$ cat config.mk
export PLATFORM = sky130hd
export DESIGN_NAME = hdv_viterbi_dec
export DESIGN_NICKNAME = d
export VERILOG_FILES = /design/src/rtl/hdv_pkg.sv /design/src/rtl/hdv_branch_metric.sv /design/src/rtl/hdv_acs.sv /design/src/rtl/hdv_survivor_mem.sv /design/src/rtl/hdv_viterbi_dec.sv
export SDC_FILE = /design/constraint.sdc
export NUM_CORES = 1
export LEC_CHECK = 0
export ABC_CLOCK_PERIOD_IN_PS = 1900
export BUFFER_PORTS_ARGS = -buffer_cell sky130_fd_sc_hd__buf_2
export CORE_MARGIN = 2
export CORE_UTILIZATION = 55
export DETAILED_ROUTE_END_ITERATION = 8
export PLACE_DENSITY_LB_ADDON = 0.15
export SLEW_MARGIN = 25
export SYNTH_ARGS = -nofsm -noshare
export SYNTH_HDL_FRONTEND = slang
export SYNTH_SLANG_ARGS = --single-unit
$ cat constraint.sdc
create_clock -name clk -period 1.9 [get_ports clk]
set_input_delay 0.19 -clock clk [delete_from_list [all_inputs] [get_ports clk]]
set_output_delay 0.19 -clock clk [all_outputs]
set_load 0.1 [all_outputs]
$ cat src/rtl/hdv_pkg.sv
package hdv_pkg;

  localparam int NSTATE = 4;

  typedef enum logic [2:0] {
    PH_IDLE,
    PH_COLLECT,
    PH_TRACE,
    PH_EMIT,
    PH_DONE
  } phase_t;

  // Coded pair emitted when leaving state pred = {d1, d2} with input din.
  function automatic logic [1:0] branch_code(input logic [1:0] pred, input logic din);
    return {din ^ pred[1] ^ pred[0], din ^ pred[0]};
  endfunction

endpackage

$ cat src/rtl/hdv_branch_metric.sv
module hdv_branch_metric (
  input  logic [1:0]      sym,
  output logic [3:0][1:0] bm
);

  // Hamming distance between the received pair and each possible label.
  for (genvar c = 0; c < 4; c++) begin : g_label
    logic [1:0] diff;
    assign diff  = sym ^ 2'(c);
    assign bm[c] = {diff[1] & diff[0], diff[1] ^ diff[0]};
  end

endmodule

$ cat src/rtl/hdv_acs.sv
module hdv_acs #(
  parameter int MW = 5
) (
  input  logic [3:0][MW-1:0] pm_cur,
  input  logic [3:0][1:0]    bm,
  output logic [3:0][MW-1:0] pm_nxt,
  output logic [3:0]         pick
);
  import hdv_pkg::*;

  localparam logic [MW-1:0] PM_MAX = '1;

  function automatic logic [MW-1:0] sat_add(input logic [MW-1:0] a, input logic [1:0] b);
    logic [MW:0] s;
    s = {1'b0, a} + (MW+1)'(b);
    return s[MW] ? PM_MAX : s[MW-1:0];
  endfunction

  // Next state {a, b} is reached from {b, 0} or {b, 1} with input a.
  for (genvar ns = 0; ns < NSTATE; ns++) begin : g_state
    localparam logic [1:0] P_LO = 2'((ns % 2) * 2);
    localparam logic [1:0] P_HI = 2'((ns % 2) * 2 + 1);
    localparam logic       DIN  = 1'((ns / 2) % 2);
    logic [MW-1:0] cost_lo, cost_hi;
    assign cost_lo    = sat_add(pm_cur[P_LO], bm[branch_code(P_LO, DIN)]);
    assign cost_hi    = sat_add(pm_cur[P_HI], bm[branch_code(P_HI, DIN)]);
    assign pick[ns]   = cost_hi < cost_lo;        // ties keep the lower predecessor
    assign pm_nxt[ns] = pick[ns] ? cost_hi : cost_lo;
  end

endmodule

$ cat src/rtl/hdv_survivor_mem.sv
module hdv_survivor_mem #(
  parameter int DEPTH = 8,
  parameter int AW    = 3
) (
  input  logic          clk,
  input  logic          wr_en,
  input  logic [AW-1:0] wr_addr,
  input  logic [3:0]    wr_pick,
  input  logic [AW-1:0] rd_addr,
  output logic [3:0]    rd_pick
);

  logic [DEPTH-1:0][3:0] mem_q;

  // Datapath storage without reset: every entry is written before trace-back reads it.
  always_ff @(posedge clk) begin
    if (wr_en) begin
      mem_q[wr_addr] <= wr_pick;
    end
  end

  assign rd_pick = mem_q[rd_addr];

endmodule

$ cat src/rtl/hdv_viterbi_dec.sv
module hdv_viterbi_dec #(
  parameter int FRAME_LEN = 8,
  parameter int MW        = 5
) (
  input  logic       clk,
  input  logic       rst_n,
  input  logic       frame_start,
  input  logic       sym_valid,
  input  logic [1:0] sym_data,
  output logic       dec_valid,
  output logic       dec_bit,
  output logic       dec_done
);
  import hdv_pkg::*;

  localparam int            SW      = (FRAME_LEN > 2) ? $clog2(FRAME_LEN) : 1;
  localparam logic [SW-1:0] LAST    = SW'(FRAME_LEN - 1);
  localparam logic [MW-1:0] PM_MAX  = '1;
  localparam logic [3:0][MW-1:0] PM_INIT = {PM_MAX, PM_MAX, PM_MAX, {MW{1'b0}}};

  // Reset: asserted asynchronously, released on the clock.
  logic [1:0] rst_pipe_q;
  logic       rst_int_n;
  always_ff @(posedge clk or negedge rst_n) begin
    if (!rst_n) rst_pipe_q <= 2'b00;
    else        rst_pipe_q <= {rst_pipe_q[0], 1'b1};
  end
  assign rst_int_n = rst_pipe_q[1];

  phase_t                phase_q, phase_d;
  logic [SW-1:0]         step_q, step_d;
  logic [3:0][MW-1:0]    pm_q, pm_d;
  logic [1:0]            tb_state_q, tb_state_d;
  logic [FRAME_LEN-1:0]  buf_q, buf_d;

  logic [3:0][1:0]       bm;
  logic [3:0][MW-1:0]    acs_pm;
  logic [3:0]            acs_pick;
  logic [3:0]            rd_pick;
  logic                  accept;

  hdv_branch_metric u_bm (
    .sym (sym_data),
    .bm  (bm)
  );

  hdv_acs #(.MW(MW)) u_acs (
    .pm_cur (pm_q),
    .bm     (bm),
    .pm_nxt (acs_pm),
    .pick   (acs_pick)
  );

  hdv_survivor_mem #(.DEPTH(FRAME_LEN), .AW(SW)) u_surv (
    .clk     (clk),
    .wr_en   (accept),
    .wr_addr (step_q),
    .wr_pick (acs_pick),
    .rd_addr (step_q),
    .rd_pick (rd_pick)
  );

  assign accept = (phase_q == PH_COLLECT) && sym_valid && !frame_start;

  always_comb begin
    phase_d    = phase_q;
    step_d     = step_q;
    pm_d       = pm_q;
    tb_state_d = tb_state_q;
    buf_d      = buf_q;
    if (frame_start) begin
      phase_d = PH_COLLECT;
      step_d  = '0;
      pm_d    = PM_INIT;
    end else begin
      case (phase_q)
        PH_COLLECT: begin
          if (sym_valid) begin
            pm_d = acs_pm;
            if (step_q == LAST) begin
              phase_d    = PH_TRACE;
              tb_state_d = 2'b00;           // terminated trellis ends in state 0
            end else begin
              step_d = step_q + 1'b1;
            end
          end
        end
        PH_TRACE: begin
          buf_d[step_q] = tb_state_q[1];    // newest bit of the state is this step's input
          tb_state_d    = {tb_state_q[0], rd_pick[tb_state_q]};
          if (step_q == '0) phase_d = PH_EMIT;
          else              step_d  = step_q - 1'b1;
        end
        PH_EMIT: begin
          if (step_q == LAST) phase_d = PH_DONE;
          else                step_d  = step_q + 1'b1;
        end
        PH_DONE: phase_d = PH_IDLE;
        default: phase_d = PH_IDLE;
      endcase
    end
  end

  always_ff @(posedge clk or negedge rst_int_n) begin
    if (!rst_int_n) begin
      phase_q    <= PH_IDLE;
      step_q     <= '0;
      pm_q       <= PM_INIT;
      tb_state_q <= 2'b00;
      buf_q      <= '0;
    end else begin
      phase_q    <= phase_d;
      step_q     <= step_d;
      pm_q       <= pm_d;
      tb_state_q <= tb_state_d;
      buf_q      <= buf_d;
    end
  end

  assign dec_valid = (phase_q == PH_EMIT);
  assign dec_bit   = (phase_q == PH_EMIT) ? buf_q[step_q] : 1'b0;
  assign dec_done  = (phase_q == PH_DONE);

endmodule

Word level (Yosys, flattened, before mapping)

Index checks and enable logic that the tools add are counted.

Flip-flop bits (word level): 70
Latch bits: 0
Memory bits (writable): 0
ROM bits: 0
Input bits: 6
Output and inout bits: 3
Logic and storage cells: 114
Memories kept: 0

$add $sub $neg: 10
$mul: 0
Div/mod/pow operators: 0
$lt $le $gt $ge: 7
Eq/ne operators: 12
Shift-type cells: 0
Muxes and demuxes: 42
Bitwise gates (word level): 12
Reductions and logical operators: 14

Operators with widths:

| cell                                                        | count |
|---|---|
| two-way mux 20 bit                                          | 3 |
| two-way mux 5 bit                                           | 12 |
| adder 5 x 2 -> 6 bit                                        | 8 |
| bitwise mux 32 bit                                          | 1 |
| two-way mux 3 bit                                           | 9 |
| less-than comparator 5 bit                                  | 4 |
| case mux 3 bit (3 select lines)                             | 2 |
| binary-select mux 4 bit (select 3 bit)                      | 1 |
| demux 4 bit (select 3 bit)                                  | 1 |
| inequality test 3 bit (second input constant)               | 3 |
| bitwise mux 8 bit                                           | 1 |
| two-way mux 4 bit                                           | 2 |
| AND reduction 4 bit                                         | 2 |
| equality test 3 x 2 -> 1 bit (second input constant)        | 2 |
| equality test 3 bit (second input constant)                 | 2 |
| inequality test 3 x 2 -> 1 bit (second input constant)      | 2 |
| nonzero test 2 bit                                          | 3 |
| bitwise AND 1 bit                                           | 4 |
| less-than comparator 3 x 4 -> 1 bit (second input constant) | 1 |
| two-way mux 1 bit                                           | 4 |
| two-way mux 2 bit                                           | 2 |
| case mux 2 bit (2 select lines)                             | 1 |
| AND reduction 2 bit                                         | 2 |
| nonzero test 4 bit                                          | 1 |
| 17 further kinds                                            | 24 |

Logic depth before layout (Yosys ltp)

Gate-level depths: netlist of run 1.

Word-level depth: 9
Depth in mapped cells: 16

Modules after synthesis

Synthesis of run 1 repeated with hierarchy kept, for this count alone.

Cells, all modules: 483
Area total of the unflattened synthesis: 4,951.0 um^2

By module, submodules not included:

| module            | instances | cells an instance | area an instance (um^2) | sequential area each (um^2) |
|---|---|---|---|---|
| hdv_viterbi_dec   | 1         | 181               | 1,829.3                 | 969.7 |
| hdv_acs           | 1         | 234               | 1,755.4                 | 0.0 |
| hdv_survivor_mem  | 1         | 59                | 1,290.0                 | 960.9 |
| hdv_branch_metric | 1         | 9                 | 76.3                    | 0.0 |

Worst setup path before layout of run 1

Ideal clock, no wire load.

Path type: input-to-reg
Start: input sym_data[0]
End: register pm_q[11] (netlist name)
Arrival time: 2,935 ps
Path slack: -1,129 ps
Stages on the path: 14
Path through: inv_1 > ha_1 > ha_1 > ha_1 > a21oi_1 > xor2_1 > nand2_1 > ha_1 > a211oi_1 > nor2_1 > a211o_1 > or2_0 > buf_2 > a311oi_1

Word-level cells in the longest chain between the ends: 9
Elaborated cells on any way between the ends: 14

RTL lines:

| element                                               | line                    | text |
|---|---|---|
| start, declared                                       | hdv_viterbi_dec.sv:9    | `input logic [1:0] sym_data,` |
| NOT 2 bit (no line)                                   | n/a                     |  |
| XOR 1 bit / bitwise AND 1 bit (equally long branches) | hdv_branch_metric.sv:10 | `assign bm[c] = {diff[1] & diff[0], diff[1] ^ diff[0]};` |
| adder 5 x 2 -> 6 bit                                  | hdv_acs.sv:15           | `s = {1'b0, a} + (MW+1)'(b);` |
| two-way mux 5 bit                                     | hdv_acs.sv:16           | `return s[MW] ? PM_MAX : s[MW-1:0];` |
| less-than comparator 5 bit                            | hdv_acs.sv:27           | `assign pick[ns] = cost_hi < cost_lo;` |
| two-way mux 5 bit *                                   | hdv_acs.sv:28           | `assign pm_nxt[ns] = pick[ns] ? cost_hi : cost_lo;` |
| two-way mux 20 bit *                                  | hdv_viterbi_dec.sv:78   | `if (sym_valid) begin` |
| two-way mux 20 bit *                                  | hdv_viterbi_dec.sv:76   | `case (phase_q)` |
| two-way mux 20 bit *                                  | hdv_viterbi_dec.sv:71   | `if (frame_start) begin` |
| end signal, assigned                                  | hdv_viterbi_dec.sv:114  | `pm_q <= pm_d;` |
| end, declared                                         | hdv_viterbi_dec.sv:32   | `logic [3:0][MW-1:0] pm_q, pm_d;` |

Every way passes the cells marked *; elsewhere a longest branch is shown, timed or not. The select of a mux whose other input is x is not followed.
A chain may end at the register's enable or synchronous reset.

Final worst setup path of run 1

Start: register pm_q[10] (netlist name)
End: register pm_q[5] (netlist name)

Word-level cells in the longest chain between the ends: 7

RTL lines:

| element                    | line |
|---|---|
| adder 5 x 2 -> 6 bit *     | hdv_acs.sv:15 |
| two-way mux 5 bit *        | hdv_acs.sv:16 |
| less-than comparator 5 bit | hdv_acs.sv:27 |
| two-way mux 5 bit *        | hdv_acs.sv:28 |
| two-way mux 20 bit *       | hdv_viterbi_dec.sv:78 |
| two-way mux 20 bit *       | hdv_viterbi_dec.sv:76 |
| two-way mux 20 bit *       | hdv_viterbi_dec.sv:71 |

Marked as above.

==> flow_results.org, run 1 <==
** Critical path
- Together, buffers and inverters on the worst path number 1.
- CP max FO :: 6
- For the worst flop-to-flop path, the logic depth is 12.
- By startpoint and endpoint, the worst setup path is classified as register to register.
- RR Endpoint :: pm_q[5]
- Critical path's slowest cell :: dfstp_2
- The worst register-to-register path begins at pm_q[10].
- For the worst setup path, the data arrival time is ~3.4 ns.
- Most frequent CP cell :: a211oi_2
- Ordered cell list for the critical path :: ha_4 -> nor2b_4 -> o2111ai_2 -> nand2_1 -> nor2_1 -> ha_1 -> a211oi_2 -> nor2_2 -> a311oi_2 -> buf_6 -> a2111oi_4 -> a211oi_2
- Required time of the worst setup path :: about 2.2 ns
- The kind of cell with the highest combined delay along the critical path is compound AO/OA/AOI/OAI gates.
- Endpoint type of the worst setup path :: register
- Setup slack on the worst reg-to-reg path comes out at -1.21 ns.
- Critical path's largest stage delay :: about 0.59 ns
- Critical Path Source Type :: register

** Floorplan
- In this run the vertical extent of the chip is ~100 microns.
- Number of top-level pins :: 9
- Starting Density :: 0.559
- Die Area :: 10000 sq um
- The core region is roughly 9000 sq um.
- In this run the core area contains 35 standard-cell rows.
- Die Width :: 100 microns

** Timing
- Maximum frequency from static timing analysis :: ~0.32 GHz
- Headroom to the max-slew limit came out at 0.626.
- Final setup violation count :: 53
- Setup total negative slack on the finished layout was measured at -50.82 ns.
- Unrepaired setup endpoints after global routing :: yes
- Clock tree skew after final layout :: between 0.008 and 0.009 ns
- Number of slew-limit violations in the final report :: 0
- Worst Max-Slew Pin Slew :: 0.559 ns
- Dividing the final minimum period by the clock period gives 1.64.
- Time the final worst path needs with I/O delays and setup :: just over 3 ns
- Once routing completed, OpenROAD measured the worst setup slack at -1.21 ns.
- The number of hold violations in the final report came to 0.

** Global route
- Leftover overflow at the end of global routing :: 0
- The number of antenna violations at the first check in global routing is 0.
- Vias in the first global route :: 5140
- GR met2 Demand/Resource :: 0.572
- The layer flagged by global routing as most heavily used is met2.
- Across every metal layer, demand over resource in global routing totals 0.333.
- First-pass GRT wire length :: approximately 26000 microns
- For this run, global-route usage on met1 was measured as 0.409.
- For this run, global-route usage on met3 was measured as 0.0620.
- Pin count of the biggest net entering global routing :: 33

** Detailed routing
- Number of violations reported at the end of detailed-routing iteration 0 :: ~450
- After detailed routing, the number of vias per cell comes to ~6.5.
- The count of nets left with antenna violations once routing finished came out at 0.
- Summing over every cut layer, the via total after detailed routing is ~5400.
- Detailed Route WL :: between 15000 and 20000 microns
- For this run, the detailed router's first-pass iteration total came to 5.
- Final routed wire length divided by cell count :: between 20 and 25 microns
- Drc violations :: 0

** Placement
- HPWL after detailed placement :: 10900 microns
- Placer congestion estimate :: between 0.8 and 0.9
- The count of buffers added on input and output ports is 8.
- After detailed placement, the design holds a cell count of 771.
- At the placement stage, the worst setup path has a slack of -1.28 ns.
- Summing all placed instances gives a cell area of ~6600 sq um.

** Finish
- The finished layout holds 822 standard cells, fillers aside.
- Relative to the synthesized area, the layout overhead comes to 52.8%.
- Post-route core utilization :: 0.854
- The net count of the finished layout is roughly 750.
- Fin area :: a little under 8000 sq um
- Count of antenna diodes in the layout :: 0
- In the final layout, the share of cells above drive strength 1 is 0.540.

** Status
- The final reports fail on setup timing.
- Status :: complete, but fails checks

** Yosys
- Of all cell types, the one taking the most synthesized area is edfxtp_1.
- The most used flip-flop cell after synthesis is edfxtp_1.
- Fraction of registers with async set or reset after synthesis :: 0.543
- FF+latch count, synth :: 70
- In this run, synthesis inferred 32 flip-flops with an integrated enable.
- The number of nets in the synthesized netlist is 582.
- Ys Warns :: 0
- Counting instances in the post-synthesis netlist gives the leading cell types as 52 x nor2_1, 38 x nand2_1, 36 x ha_1.
- Post-Syn Area :: 5090 sq um
- Ranked by total cell area, the synthesized netlist is headed by edfxtp_1 19%, dfrtp_1 11%, ha_1 8.8%.
- The most common cell in the synthesized netlist is nor2_1.
- The cell count after synthesis came out at roughly 540.
- Number of library cell types mapped by synthesis :: 78
- Share of synthesized area occupied by flip-flops and latches :: 0.379
- The share of synthesized area in the top cell type comes to 0.189.
- In this run the mean area of a mapped cell was approximately 9.4 sq um.

** Clock network
- TritonCTS clock tree :: built
- TritonCTS Sinks :: 70
- The clock tree synthesis step divided the H-tree into 3 levels.
- At the later pin of the worst-skew pair, clock insertion delay measures 0.36 ns.
- After clock tree synthesis, the clock-pin slew on the worst setup and hold paths is approximately 0.080 ns.
- The clock passes through at most 2 buffers.
- Buffer cell driving the clock tree root :: clkbuf_8
- In this run, CTS created clock tree buffers numbering 9.

** Power and ir drop
- Maximum vdd drop :: ~1.9 mV
- In this run the power density over the cells is 1770 nW/um^2.
- Static power due to leakage :: 3.13 nW

** Flow run
- Max-cap viol count :: 0

** Worst hold path
- The tightest min-delay check is of the input pin to asynchronous set/reset pin type.
## cells in the final DEF, fill, tap and decap left out, drive strengths merged, types with 15 or more instances in the layout
cell and instances:
nand3 15, dfrtp 23, nand2 38, a211oi 17, buf 188, ha 36, nor3 17, inv 17
edfxtp 32, o211ai 16, nand2b 16, a21oi 21, dfstp 15, nor2 52, o21ai 23
## worst max-delay path by stage
stage                startpoint  endpoint  slack, ns  cells after the start
global placement    sym_data[1]  pm_q[12]      -1.18                     13
detailed placement  sym_data[1]   pm_q[7]      -1.28                     14
CTS                    pm_q[16]   pm_q[6]      -0.84                     13
global route           pm_q[10]   pm_q[5]      -1.29                     12
finish                 pm_q[10]   pm_q[5]      -1.21                     12
floorplan           sym_data[1]  pm_q[18]      -0.84                     15
## stage by stage
step	hold slack (ns)	total power, W
after global placement	-0.0243	0.00868
after floorplan	-0.106	0.00635
after global routing	0.154	0.0143
after CTS	0.133	0.0119
final	0.138	0.0138
after detailed placement	-0.0218	0.00892
## report_power, final
group | total [W] | switching, W | internal [W] | leakage [nW]
registers | 0.00253 | 0.000258 | 0.00227 | 0.751
clock network | 0.00125 | 0.000631 | 0.000616 | 0.0931
logic | 0.00998 | 0.00517 | 0.00481 | 2.28
total | 0.0138 | 0.00606 | 0.00770 | 3.13
## layer usage
metal / share of wire / routed length, microns / vias up
met5: 0 / 0 / -
met2: 0.50 / 9350 / 293
met3: 0.076 / 1430 / 93
met4: 0.049 / 920 / 0
met1: 0.38 / 7110 / 2615
li1: - / - / 2357
## kinds of logic (layout without fill, tap and decap cells)
logic type                 after synthesis  count (layout)  synth area share
and+or+nand+nor                        195             195             0.194
AOI/OAI and AO/OA                      147             147             0.209
DFF                                     70              70             0.379
buffers and inverters                   51             223            0.0489
adders and majority gates               37              37            0.0924
muxes                                   21              21            0.0467
xor gates and xnor gates                17              17            0.0292
other                                    1               1          0.000736
## layout make-up
class	count	area [sq um]
Clock inverter	6	71.3
Fill cell	435	1330
Inverter	17	87.6
Clock buffer	10	128
Tap cell	111	139
Timing Repair Buffer	189	1510
Multi-Input combinational cell	418	3900
Timing Repair inverter	1	8.76
Sequential cell	70	1940
## worst register-to-register path, cell delays in order, from the launching register on
cell	delay, ns
dfstp_2	0.59
ha_4	0.17
nor2b_4	0.20
o2111ai_2	0.16
nand2_1	0.17
nor2_1	0.07
ha_1	0.23
a211oi_2	0.36
nor2_2	0.11
a311oi_2	0.32
buf_6	0.21
a2111oi_4	0.08
a211oi_2	0.32
## what timing repair did
action / in CTS / in global routing
endpoints found under the setup margin: 56 / 64
buffers inserted: 16 / 20
gates cloned: 1 / 0
endpoints found under the hold margin: 2 / 0
pin swaps: 40 / 46
hold buffers: 1 / 0
gates resized for setup: 86 / 73
## sequential cells by signal, indices dropped and copies added (netlist names)
signal,cells
u_surv.mem_q,32
pm_q,20
buf_q,8
rst_pipe_q,2
phase_q,3
tb_state_q,2
step_q,3
Note: power is estimated with default switching activity, not from simulation.
==> run 2, diff against run 1 <==
RECOVER_POWER = 50   (was default)
==> flow_results.org, run 2 (synthesized netlist as in run 1, its figures left out) <==
** Global route
- Leftover overflow at the end of global routing :: 0
- The first global-routing pass estimated between 20000 and 30000 microns of wire.
- Number of antenna violations at the first check in global routing :: 0
- The number of global-route vias before repair came to around 5100.
- For met3 alone, demand over resource in global routing was 0.0620.
- met2 is the most crowded layer.
- Pin count of the biggest net entering global routing :: 33
- GR met2 Demand/Resource :: 0.572
- Global routing usage summed across all routing layers :: 0.333
- For met1 alone, demand over resource in global routing was 0.409.

** Critical path
- CP max FO :: 6
- STA puts the critical path data required time at roughly 2.2 ns.
- Critical Path Source Type :: register
- RR Endpoint :: pm_q[5]
- Critical Path AT :: 3.35 ns
- The number of buffers and inverters on the critical path is 1.
- The signal on the critical path passes through ha_4 -> nor2b_4 -> o2111ai_2 -> nand2_1 -> nor2_1 -> ha_1 -> a211oi_2 -> nor2_2 -> a311oi_2 -> buf_6 -> a2111oi_4 -> a211oi_2.
- Reg-to-reg setup timing slack :: -1.20 ns
- Crit Reg-Reg Startpoint :: pm_q[10]
- Endpoint type of the worst setup path :: register
- Critical path's slowest cell :: dfstp_2
- Gate family responsible for the most delay along the worst path :: compound AO/OA/AOI/OAI gates
- Kind of critical path :: register to register
- On the worst path, the slowest cell contributes a delay of slightly below 0.6 ns.
- Among the stages of the critical path, the cell type that occurs most often is a211oi_2.
- Reg2Reg Depth :: 12

** Power and ir drop
- The completed layout was analyzed and its total power is around 0.014 W.
- Internal cell power :: 0.00769 W
- In this run the power density over the cells is about 1800 nW/um^2.
- Switching power share of the total :: 0.442
- Seq pwr share :: 0.184
- The worst-case IR drop observed on VDD is between 1.5 and 2 mV.
- Clock group share of total power :: 0.091
- For this design the total switching power over the nets is between 0.006 and 0.007 W.
- Share of total power in combinational logic :: 0.726
- The analysis attributes to cell leakage a power of approximately 3.1 nW.

** Placement
- Detailed placement ended at an HPWL of 10900 microns.
- In this run, placement finished with an instance count of between 700 and 800.
- Placer congestion estimate :: 0.895
- Quantity of I/O buffers inserted on ports :: 8

** Clock network
- The later pin in the worst-skew pair is clocked with a latency of approximately 0.36 ns.
- Clock tree synthesis inserted a total of 9 buffers.
- TritonCTS clock tree :: built
- The longest clock path from root to sink contains 2 buffers.
- The root buffer cell chosen for the clock tree is clkbuf_8.
- After clock tree synthesis, the clock-pin slew on the worst setup and hold paths is roughly 0.080 ns.
- Count of H-tree levels built during CTS :: 3
- TritonCTS Sinks :: 70

** Finish
- The register with the most flip-flops in the layout has 32 of them.
- Multi-input gate area in the final layout :: slightly below 4000 sq um
- Sequential cell area :: just under 2000 sq um
- The library cell used most frequently in the layout, excluding fill and tap cells, is buf_4.
- Layout cell share with drive strength beyond 1 :: 0.534
- Fillcell total :: ~440
- Final standard cell count with taps included and fillers excluded :: around 820
- Most used cells in the layout excluding fill and tap cells :: 160 x buf_4, 41 x nor2_1, 33 x nand2_1
- Layout area overhead :: 52.4%
- The register with the most flip-flops in the final layout is u_surv.mem_q.
- Top flop regs :: u_surv.mem_q (32), pm_q (20), buf_q (8)
- Once layout is complete, the utilization of the core stands at 0.852.
- The repair_antennas step left the layout with diodes totalling 0.
- At the end of the flow, the number of nets in the layout was between 700 and 800.

** Timing
- Unrepaired setup endpoints after global routing :: yes
- Maximum frequency from static timing analysis :: 0.323 GHz
- After layout, the minimum clock period comes to slightly above 3 ns.
- For the pin with the worst max-slew slack, the measured transition is 1.16 ns.
- Number of slew-limit violations in the final report :: 0
- The number of hold violations in the final report came to 0.
- Final setup violation count :: between 70 and 80
- Once routing completed, OpenROAD measured the worst setup slack at -1.20 ns.
- Clock tree skew after final layout :: a little under 0.009 ns
- Of the available clock period, the critical path in the final layout requires 1.63.
- Headroom to the max-slew limit came out at 0.225.

** Floorplan
- For this configuration, the core starts out at a cell density of 0.559.
- Die Area :: 10000 sq um
- From left edge to right edge, the die measures between 100 and 150 microns.
- After floorplanning, the core was sized to cover roughly 9100 sq um.
- FP Rows :: 35
- Die span in y :: 100 microns
- During I/O placement, the number of pins put on the boundary was 9.

** Detailed routing
- For this block, the initial DRC count from the detailed router was 443.
- Drc violations :: 0
- Router iterations before antenna repair :: 7
- Wires add up to 18800 microns.
- The final route contains approximately 5300 vias.
- Dividing the detail-routed wire length by the instance count gives 22.9 microns.
- Per-cell via count in the routed design :: around 6.5
- DRT antenna net count :: 0

** Flow run
- Across the run, the number of max-cap violations was 0.

** Worst hold path
- Class of the worst hold path :: input pin to asynchronous set/reset pin

** Status
- The checks that failed: setup timing.
- Status :: complete, but fails checks
-- run 2: worst max path at each step --
stage	from	end	slack, ns	depth (start not counted)
5_1_grt	pm_q[10]	pm_q[5]	-1.29	12
6_report	pm_q[10]	pm_q[5]	-1.20	12
3_5_place_dp	sym_data[1]	pm_q[7]	-1.28	14
4_1_cts	pm_q[16]	pm_q[6]	-0.84	13
3_3_place_gp	sym_data[1]	pm_q[12]	-1.18	13
2_1_floorplan	sym_data[1]	pm_q[18]	-0.84	15
-- run 2: repair_timing --
action | CTS | global route
pin swaps | 40 | 46
endpoints found under the hold margin | 2 | 0
hold buffers | 1 | 0
endpoints found under the setup margin | 56 | 64
resized for setup | 86 | 73
setup buffers | 16 | 20
gates cloned | 1 | 0
-- run 2: final cells by class --
| cell class | count | area share |
|---|---|---|
| Multi-Input combinational cell | 418 | 0.502 |
| Timing Repair Buffer | 189 | 0.193 |
| Clock buffer | 10 | 0.0164 |
| Timing Repair inverter | 1 | 0.00113 |
| Tap cell | 111 | 0.0179 |
| Inverter | 17 | 0.0113 |
| Clock inverter | 6 | 0.00919 |
| Sequential cell | 70 | 0.249 |
-- run 2: metrics by stage --
stage                     setup TNS [ns]  area, sq um  hold slack (ns)  worst slack, ns
after floorplan                   -38.53         5440           -0.106           -0.840
after global placement            -58.25         6560          -0.0243            -1.18
after detailed placement          -61.78         6560          -0.0218            -1.28
after CTS                         -41.49         7270            0.133           -0.840
after global routing              -58.88         7760            0.160            -1.29
final                             -52.86         7760            0.136            -1.20
-- run 2: per-layer routing --
layer,part of all wire,up-vias
met5,0,-
met4,0.051,0
met3,0.068,94
met2,0.50,267
met1,0.38,2603
li1,-,2357
-- run 2: power by group through the flow --
stage                     sequential [W]  combinational (W)  clock (W)
after floorplan                  0.00240            0.00395          0
after global placement           0.00252            0.00616          0
after detailed placement         0.00252            0.00639          0
after CTS                        0.00251            0.00813    0.00124
after global routing             0.00254             0.0105    0.00132
final                            0.00253             0.0100    0.00125
==> run 3, diff against run 2 <==
ABC_AREA = 1   (was default)
==> flow_results.org, run 3 <==
** Yosys
- A synthesized cell averages around 7.6 sq um.
- Ys Warns :: 0
- Cell with the most instances after synthesis :: nand2_1
- The most used flip-flop cell after synthesis is edfxtp_1.
- Fraction of registers with async set or reset after synthesis :: 0.543
- FF+latch count, synth :: 70
- Summing every instance area after synthesis gives slightly above 5000 sq um.
- The largest total area in the synthesized netlist belongs to edfxtp_1.
- The commonest cells after synthesis are 181 x nand2_1, 98 x inv_1, 72 x nand3_1.
- Area share of the largest cell type after synthesis :: 0.188
- Number of library cell types mapped by synthesis :: 44
- The synthesized design contains 32 enable-type register cells.
- Synthesis produced a netlist with a net count of just over 700.
- In the synthesized netlist, the number of instances is 670.
- Cells taking the most area after synthesis :: edfxtp_1 19%, nand2_1 13%, dfrtp_1 11%
- Share of synthesized area occupied by flip-flops and latches :: 0.377

** Timing
- Timing would allow up to approximately 0.35 GHz.
- Headroom to the max-slew limit came out at 0.347.
- Worst Max-Slew Pin Slew :: 0.980 ns
- Final Hold Vio Count :: 0
- Setup violations remaining at the end of the flow were counted as 58.
- In the post-route analysis, the smallest setup slack over all paths is -0.941 ns.
- On the final layout, the worst hold slack is ~0.025 ns.
- For the final database, setup skew stands at 0.0169 ns.
- After layout, the minimum clock period comes to approximately 2.8 ns.
- Number of slew-limit violations in the final report :: 0
- Final period utilization :: 1.50
- Setup repair after global routing could not meet its margin everywhere.

** Critical path
- Reg-to-reg setup timing slack :: -0.94 ns
- For the worst setup path, the data required time is 2.21 ns.
- Reg2Reg Depth :: 18
- STA puts the critical path data arrival time at about 3.2 ns.
- STA classifies the critical path startpoint as a register.
- STA classifies the critical path endpoint as a register.
- Kind of critical path :: register to register
- Of all nets on the critical path, the largest fanout is 6.

** Placement
- Quantity of I/O buffers inserted on ports :: 8
- Detailed placement finished with a half-perimeter wire length of between 9000 and 10000 microns.
- Pre-CTS setup slack :: -1.13 ns
- Including well taps, the total number of placed cells is 871.
- Placer congestion estimate :: between 0.9 and 1
- The placed instances occupy a cell area of between 6000 and 7000 sq um.

** Detailed routing
- Number of violations reported at the end of detailed-routing iteration 0 :: 338
- For this block, the via count after detailed routing is ~5400.
- Router iterations before antenna repair :: 5
- Detailed Route WL :: around 16000 microns
- Final routed wire length divided by cell count :: 17.2 microns
- Per-cell via count in the routed design :: 5.67
- DRT antenna net count :: 0
- Drc violations :: 0

** Worst hold path
- Counting instances, the worst hold path has a depth of 2.
- In this run the worst hold path is classified as input pin to register.

** Floorplan
- For this configuration, the core starts out at a cell density of 0.560.
- From left edge to right edge, the die measures about 100 microns.
- The die covers just over 10000 sq um.
- Core Region :: approximately 9200 sq um
- In this run the vertical extent of the chip is roughly 100 microns.
- Number of top-level pins :: 9
- FP Rows :: 35

** Clock network
- Counting along the longest clock path gives a buffer depth of 2.
- Number of buffers inserted during clock tree synthesis :: 9
- At the later pin of the worst-skew pair, clock insertion delay measures around 0.37 ns.
- Clock tree synthesis found a total of 70 sinks.
- TritonCTS clock tree :: built
- Buffer cell driving the clock tree root :: clkbuf_8
- Count of H-tree levels built during CTS :: 3
- After clock tree synthesis, the clock-pin slew on the worst setup and hold paths is approximately 0.09 ns.

** Global route
- Number of antenna violations at the first check in global routing :: 0
- The number of global-route vias before repair came to around 5100.
- The first global-routing pass estimated between 20000 and 25000 microns of wire.
- Entering global routing, the biggest net connects 37 pins.
- For this run, global-route usage on met2 was measured as 0.518.
- Across every metal layer, demand over resource in global routing totals 0.300.
- Met1 Resource Use GR :: 0.378
- For this run, global-route usage on met3 was measured as 0.0479.
- Summed over all layers, the global routing overflow is 0.
- The layer flagged by global routing as most heavily used is met2.

** Finish
- For this run, the post-layout net count is between 800 and 900.
- The library cell used most frequently in the layout, excluding fill and tap cells, is nand2_1.
- Summing all non-filler instances in the final layout gives an area of 7470 sq um.
- Layout area overhead :: 45.8%
- In the final layout, the share of cells above drive strength 1 is 0.501.
- Largest register FFs :: 32
- The register with the most flip-flops in the final layout is u_surv.mem_q.
- In the final layout, the registers with the most flip-flops are u_surv.mem_q (32), pm_q (20), buf_q (8).
- Most used cells in the layout excluding fill and tap cells :: 145 x nand2_1, 141 x buf_4, 79 x inv_1
- Count of antenna diodes in the layout :: 0
- Excluding fillers, the count of instances in the completed layout stands at approximately 950.

** Status
- Violations in the final reports :: setup timing
- Status :: complete, but fails checks

** Flow run
- Max-cap viol count :: 0
-- run 3: logic make-up (layout without fill, tap and decap cells) --
group | after synthesis | count (layout) | share of synthesized area
compound gates | 59 | 59 | 0.0765
xor+xnor | 15 | 15 | 0.0271
simple gates | 356 | 356 | 0.326
buf+inv | 132 | 297 | 0.101
other cells | 1 | 1 | 0.000732
fa+ha+maj | 37 | 37 | 0.0919
flops | 70 | 70 | 0.377
-- run 3: worst max-delay path, cell delays in order (launching register included) --
cell and delay (ns):
dfstp_2 0.57, buf_6 0.11, buf_4 0.12, nand2_1 0.13, nand2_2 0.12, xor2_1 0.20, inv_1 0.09, nand2_2 0.07
inv_2 0.05, ha_4 0.25, a21oi_4 0.21, nor2_4 0.07, a211oi_4 0.24, buf_6 0.15, nand2_8 0.07, nand2_1 0.09
nand3_1 0.10, nand2_1 0.09, inv_1 0.04
-- run 3: area by class of cell --
cell class	count	area (sq um)
clock buffers	9	124
clock inverters	7	61.3
inverters	120	485
repair buffers	161	1250
multi-input cells	468	3470
fillers	540	1680
well taps	111	139
flip-flops and latches	70	1930
-- run 3: through the flow --
step	utilization	setup TNS [ns]
6_report	0.816	-40.26
5_1_grt	0.816	-46.00
4_1_cts	0.770	-30.81
3_5_place_dp	0.662	-53.05
3_3_place_gp	0.662	-47.72
2_1_floorplan	-	-33.68
-- run 3: path summary, 6_finish.rpt --
kind | from | endpoint
max in group asynchronous | rst_pipe_q[1] | step_q[1]
worst max-delay path | pm_q[11] | pm_q[16]
worst min register to register | rst_pipe_q[0] | rst_pipe_q[1]
worst max register to register | pm_q[11] | pm_q[16]
min in group asynchronous | rst_n | rst_pipe_q[1]
worst min-delay path | frame_start | phase_q[2]
-- run 3: what timing repair did --
| action | 4_1_cts | 5_1_grt |
|---|---|---|
| cloned | 0 | 0 |
| setup buffers | 39 | 20 |
| gates resized for setup | 130 | 66 |
| setup endpoints to repair | 53 | 67 |
| hold buffers | 1 | 0 |
| hold endpoints to repair | 2 | 0 |
| pin swaps | 74 | 43 |
-- run 3: layer usage --
| metal | vias up | wire length (microns) |
|---|---|---|
| met5 | - | 0 |
| met4 | 0 | 381 |
| met3 | 40 | 1060 |
| met2 | 232 | 8560 |
| met1 | 2609 | 6300 |
| li1 | 2480 | - |
Power of run 3 is not shown: default switching activity piles up to over one toggle a cycle in this logic, so the estimate is an artifact.
